`src/rtl/stopwake_pkg.sv`:
```
package stopwake_pkg;

    typedef enum logic [1:0] {
        SW_RUN  = 2'd0,
        SW_STOP = 2'd1,
        SW_WARM = 2'd2,
        SW_MEMW = 2'd3
    } sw_state_e;

    typedef struct packed {
        logic       level;
        logic       mempd;
        logic [1:0] warm_sel;
    } sw_cfg_t;

    // Warm-up length as a power of two picked by the select field.
    function automatic int unsigned warm_log2(input int unsigned base,
                                              input int unsigned step,
                                              input logic [1:0] sel);
        return base + step * int'(sel);
    endfunction

endpackage

```
`src/rtl/stopwake_sync.sv`:
```
module stopwake_sync #(
    parameter int W = 1
) (
    input  logic         clk,
    input  logic         rst,
    input  logic [W-1:0] d,
    output logic [W-1:0] q
);
    logic [W-1:0] meta_q;
    logic [W-1:0] sync_q;

    always_ff @(posedge clk) begin
        if (rst) begin
            meta_q <= '0;
            sync_q <= '0;
        end else begin
            meta_q <= d;
            sync_q <= meta_q;
        end
    end

    assign q = sync_q;
endmodule

```
`src/rtl/stopwake_wake.sv`:
```
module stopwake_wake #(
    parameter int NKEY = 4
) (
    input  logic            clk,
    input  logic            rst,
    input  logic            rel_s,
    input  logic [NKEY-1:0] key_s,
    input  logic [NKEY-1:0] key_en,
    input  logic            level_mode,
    output logic            wake
);
    logic            rel_prev_q;
    logic            rel_rise;
    logic [NKEY-1:0] key_hit;

    always_ff @(posedge clk) begin
        if (rst) rel_prev_q <= 1'b0;
        else     rel_prev_q <= rel_s;
    end

    assign rel_rise = rel_s & ~rel_prev_q;

    // Keys count only when enabled and only in level mode.
    for (genvar i = 0; i < NKEY; i++) begin : g_key
        assign key_hit[i] = key_s[i] & key_en[i] & level_mode;
    end

    assign wake = level_mode ? (rel_s | (|key_hit)) : rel_rise;
endmodule

```
`src/rtl/stopwake_timer.sv`:
```
module stopwake_timer #(
    parameter int CNT_W = 8
) (
    input  logic             clk,
    input  logic             rst,
    input  logic             clear,
    input  logic [CNT_W-1:0] limit,
    output logic             done
);
    logic [CNT_W-1:0] cnt_q;

    always_ff @(posedge clk) begin
        if (rst || clear) cnt_q <= '0;
        else              cnt_q <= cnt_q + CNT_W'(1);
    end

    assign done = (cnt_q == (limit - CNT_W'(1)));
endmodule

```
`src/rtl/stopwake_ctrl.sv`:
```
module stopwake_ctrl
    import stopwake_pkg::*;
#(
    parameter int NKEY       = 4,
    parameter int WARM_BASE  = 8,
    parameter int WARM_STEP  = 2,
    parameter int MEM_CYCLES = 64
) (
    input  logic            clk,
    input  logic            rst,
    input  logic            req_valid,
    input  logic            req_stop,
    input  logic            req_level,
    input  logic            req_mempd,
    input  logic [1:0]      req_warm_sel,
    input  logic [NKEY-1:0] req_key_en,
    input  logic            rel_pin,
    input  logic [NKEY-1:0] key_in,
    output logic            osc_en,
    output logic            core_clk_en,
    output logic            div_clr,
    output logic            resume_pulse,
    output logic [1:0]      state_o
);
    localparam int MAX_WLOG = WARM_BASE + 3 * WARM_STEP;
    localparam int MEM_W    = $clog2(MEM_CYCLES + 1) + 1;
    localparam int CNT_W    = (MAX_WLOG + 1 > MEM_W) ? MAX_WLOG + 1 : MEM_W;

    sw_state_e       state_q, state_d;
    sw_cfg_t         cfg_q;
    logic [NKEY-1:0] key_en_q;
    logic            rel_s;
    logic [NKEY-1:0] key_s;
    logic            wake;
    logic            accept;
    logic            t_clear, t_done;
    logic [CNT_W-1:0] warm_lim, limit;
    logic            div_clr_q, resume_q;

    stopwake_sync #(.W(1)) u_rel_sync (
        .clk(clk), .rst(rst), .d(rel_pin), .q(rel_s)
    );

    stopwake_sync #(.W(NKEY)) u_key_sync (
        .clk(clk), .rst(rst), .d(key_in), .q(key_s)
    );

    stopwake_wake #(.NKEY(NKEY)) u_wake (
        .clk(clk), .rst(rst), .rel_s(rel_s), .key_s(key_s),
        .key_en(key_en_q), .level_mode(cfg_q.level), .wake(wake)
    );

    assign warm_lim = CNT_W'(1) << warm_log2(WARM_BASE, WARM_STEP, cfg_q.warm_sel);
    assign limit    = (state_q == SW_MEMW) ? CNT_W'(MEM_CYCLES) : warm_lim;
    assign t_clear  = (state_q != state_d) ||
                      !(state_q == SW_WARM || state_q == SW_MEMW);

    stopwake_timer #(.CNT_W(CNT_W)) u_timer (
        .clk(clk), .rst(rst), .clear(t_clear), .limit(limit), .done(t_done)
    );

    assign accept = (state_q == SW_RUN) && req_valid && req_stop;

    always_comb begin
        state_d = state_q;
        case (state_q)
            SW_RUN:  if (accept)
                         state_d = (req_level && rel_s) ? SW_WARM : SW_STOP;
            SW_STOP: if (wake)   state_d = SW_WARM;
            SW_WARM: if (t_done) state_d = cfg_q.mempd ? SW_MEMW : SW_RUN;
            SW_MEMW: if (t_done) state_d = SW_RUN;
            default:             state_d = SW_RUN;
        endcase
    end

    always_ff @(posedge clk) begin
        if (rst) begin
            state_q   <= SW_RUN;
            cfg_q     <= '0;
            key_en_q  <= '0;
            div_clr_q <= 1'b0;
            resume_q  <= 1'b0;
        end else begin
            state_q   <= state_d;
            div_clr_q <= (state_q == SW_RUN) && (state_d == SW_STOP);
            resume_q  <= (state_q != SW_RUN) && (state_d == SW_RUN);
            if (accept) begin
                cfg_q.level    <= req_level;
                cfg_q.mempd    <= req_mempd;
                cfg_q.warm_sel <= req_warm_sel;
                key_en_q       <= req_key_en;
            end
        end
    end

    assign osc_en       = (state_q != SW_STOP);
    assign core_clk_en  = (state_q == SW_RUN);
    assign div_clr      = div_clr_q;
    assign resume_pulse = resume_q;
    assign state_o      = state_q;
endmodule

```
`config.mk`:
```
export PLATFORM = sky130hd
export DESIGN_NAME = stopwake_ctrl
export DESIGN_NICKNAME = d
export VERILOG_FILES = /design/src/rtl/stopwake_pkg.sv /design/src/rtl/stopwake_sync.sv /design/src/rtl/stopwake_wake.sv /design/src/rtl/stopwake_timer.sv /design/src/rtl/stopwake_ctrl.sv
export SDC_FILE = /design/constraint.sdc
export NUM_CORES = 1
export LEC_CHECK = 0
export ABC_AREA = 1
export CAP_MARGIN = 20
export CORE_MARGIN = 1
export CORE_UTILIZATION = 54
export CTS_BUF_LIST = sky130_fd_sc_hd__clkbuf_8
export CTS_CLUSTER_DIAMETER = 50
export DETAILED_ROUTE_END_ITERATION = 6
export GPL_ROUTABILITY_DRIVEN = 0
export PLACE_DENSITY_LB_ADDON = 0.05
export REMOVE_ABC_BUFFERS = 1
export SYNTH_ARGS = -nofsm -noshare
export SYNTH_HDL_FRONTEND = slang
export SYNTH_SLANG_ARGS = --single-unit
```
`constraint.sdc`:
```
create_clock -name clk -period 1.7 [get_ports clk]
set_clock_uncertainty 0.15 [all_clocks]
set_input_delay 0.34 -clock clk [delete_from_list [all_inputs] [get_ports clk]]
set_output_delay 0.34 -clock clk [all_outputs]
set_load 0.01 [all_outputs]
```
==> flow_summary.yaml <==
synthesis:
  avgSynthCellArea_um2: 7.20
  yosys-top-cells-count: "nor2_1, dfxtp_1, nand2_1"
  synthMuxAreaShare_pct: 0
  ys_top_cells_by_area: "dfxtp_1, nor2_1, nand2_1"
  synth-xor-area-share_pct: 2.22
  yosys.area.top_type: "dfxtp_1"
  synth.distinct_cells: 22
  netlist_instances: 219
  synthAdderAreaFrac_pct: 0.794
  yosysWarningCount: 0
  seq_area_frac_synth_pct: 48.3
  synth_simple_gate_area_share_pct: 30.9
  synth_top_area_share_pct: 48.3
  synth-seq-cells: 38
  synth-edff-count: 0
  syn_area_um2: 1580
  async_flop_share_pct: 0
  yosysMostFrequentCell: "nor2_1"
  synth_top_family_by_area: "simple AND/OR/NAND/NOR gates"
  synthFlopType: "dfxtp_1"
  synth_compound_area_share_pct: 9.05
worst_setup_path:
  critPathMaxFanout: 5
  required_ps: 1770
  ff2ff_path_depth: 6
  cp-start-kind: "flip-flop"
  slowest_delay_ps: 370
  worstPathArrival_ps: 1690
  regToRegStartpoint: "u_timer.cnt_q[2]"
  path_class: "flip-flop to flip-flop"
  cp-startpoint: "u_timer.cnt_q[2]"
  path_cells: "nand3_2, nor3_4, and3_4, nand2_1, or2_2, a21oi_2"
  r2r_slack_ps: 80
  r2r-end: "u_timer.cnt_q[11]"
  critPathSlowestCell: "dfxtp_4"
  endpoint_kind: "flip-flop"
timing:
  clock.fmax_ghz: 0.617
  tightestPinTransition_ps: 289
  setup_viol_count_final: 0
  grt_setup_unrepaired: "yes"
  max_slew_margin_pct: 80.5
  hold_violations: 0
  period_minus_slack_ps: 1620
  period_share_pct: 95.4
  final-max-slew-violation-count: 0
  setup_tns_ps: 0
route:
  drt_iter0_markers: 77
  routedWlPerCell_um: 11.7
  drt_wl_total_um: 3350
  vias: 1442
  drc: 0
  vias_per_cell: 5.04
  ant_nets: 0
  drt_pre_antenna_iters: 4
power:
  ir_worst_vdd_v: 0.000907
  p_per_area_nw_per_um2: 965
  total_power_w: 0.00199
  power.leakage_nw: 0.859
placement:
  io_buffers: 22
  hpwl_um: 2510
floorplanning:
  boundaryPins: 23
  initial_core_util_pct: 57.2
  dieWidth_um: 56.0
  die_h_um: 56.0
  fp.dieArea_um2: 3140
  rows: 19
  core_area_um2: 2760
global_route:
  grt_pass1_wl_um: 5610
  antenna_found_initial: 0
  grt_pass1_vias: 1394
  grt_usage_pct: 22.7
  grt_max_degree: 17
  grt_overflow_total: 0
min_path:
  min_from: "u_key_sync.meta_q[2]"
  hold_path_class: "flip-flop to flip-flop"
  hold_path_depth: 2
  hold_end: "u_key_sync.q[2]"
layout:
  syn_to_final_growth_pct: 30.5
  seqCellArea_um2: 783
  multiInputGateArea_um2: 729
  drive_gt1_share_pct: 18.0
  diodes: 0
  nets: 272
  fill_cells: 212
clocking:
  cts_made_buffers: 5
  htreeDepth: 2
  cts_tree: "yes"
  worstSkewPairLatency_ps: 290
  clk_pin_slew_worst_paths_ps: 70
  cts_buffer_depth: 2
  hold_buffers: 0
  cts_root_buf: "clkbuf_8"
  clock-sinks: 38
flow_run:
  drv_cap: 0
status:
  outcome: "finished, final reports clean"
==> placed cells by master (no fill, tap or decap), types with 5 or more instances in the layout <==
cell and count:
nand2_1 36, nor2_1 39, clkbuf_8 6, nand4_1 5, a21oi_1 14, inv_1 30
dfxtp_1 28, clkdlybuf4s50_1 18, buf_4 10, dfxtp_2 6, nand3_1 12, o21ai_0 11
==> routing by layer <==
layer | vias to the layer above | GRT usage [%] | part of all wire [%]
met3 | 8 | 5.35 | 4.6
met5 | - | 0 | 0
met1 | 637 | 25.0 | 42
met4 | 0 | 11.5 | 1.9
met2 | 36 | 40.5 | 51
li1 | 761 | - | -
==> cells by family (layout without fill, tap and decap cells) <==
| logic type | after synthesis | count (layout) |
|---|---|---|
| AOI/OAI and AO/OA | 28 | 28 |
| buffers and inverters | 36 | 72 |
| adders and majority gates | 1 | 1 |
| DFF | 38 | 38 |
| and+or+nand+nor | 112 | 112 |
| xor gates and xnor gates | 4 | 4 |
==> cell type report <==
type / instances / area share (%)
clock buffer: 6 / 4.01
clock inverter: 2 / 0.608
inverter: 32 / 5.84
multi-input combinational: 145 / 35.5
sequential: 38 / 38.1
tap: 31 / 1.89
timing repair buffer: 32 / 14.1
==> critical path, delay by kind of cell (launching register included) <==
| family | cells | cell delay [ps] |
|---|---|---|
| DFF | 1 | 370 |
| and+or+nand+nor | 5 | 920 |
| AOI/OAI and AO/OA | 1 | 110 |
==> worst max-delay path by stage <==
stage / slack, ps / endpoint / depth (start not counted)
6_report: 80 / u_timer.cnt_q[11] / 6
5_1_grt: -20 / u_timer.cnt_q[11] / 6
4_1_cts: 1 / state_o[0] / 10
3_5_place_dp: -2 / state_o[0] / 11
3_3_place_gp: 80 / state_o[0] / 8
2_1_floorplan: -60 / state_o[0] / 8
==> repair_timing <==
item	4_1_cts	5_1_grt
setup endpoints to repair	6	18
pin swaps	0	2
gates resized for setup	8	24
setup buffers	0	0
==> registers in the layout (all words and copies together), names as in the netlist <==
| signal | cells |
|---|---|
| div_clr | 1 |
| u_rel_sync.q | 1 |
| u_key_sync.q | 4 |
| u_wake.rel_prev_q | 1 |
| u_timer.cnt_q | 15 |
| state_o | 2 |
| resume_pulse | 1 |
| key_en_q | 4 |
| u_key_sync.meta_q | 4 |
| u_rel_sync.meta_q | 1 |
| cfg_q | 4 |
==> through the flow <==
| step | cells | util [%] | setup slack (ps) | hold slack, ps | instance area, um2 |
|---|---|---|---|---|---|
| 3_3_place_gp | 278 | 68.6 | 82.6 | 240 | 1890 |
| 3_5_place_dp | 278 | 68.6 | -2.45 | 247 | 1890 |
| 4_1_cts | 286 | 72.1 | 1.50 | 253 | 1990 |
| 6_report | 286 | 74.6 | 78.5 | 253 | 2060 |
| 2_1_floorplan | 215 | - | -55.6 | 238 | 1560 |
| 5_1_grt | 286 | 74.6 | -24.7 | 280 | 2060 |
==> power breakdown <==
group	internal [W]	switching [W]	leakage (nW)
clock network	0.000326	0.000311	0.0472
registers	0.000946	0.0000444	0.316
logic	0.000170	0.000189	0.496
No activity file was read; power rests on OpenSTA's default activity.
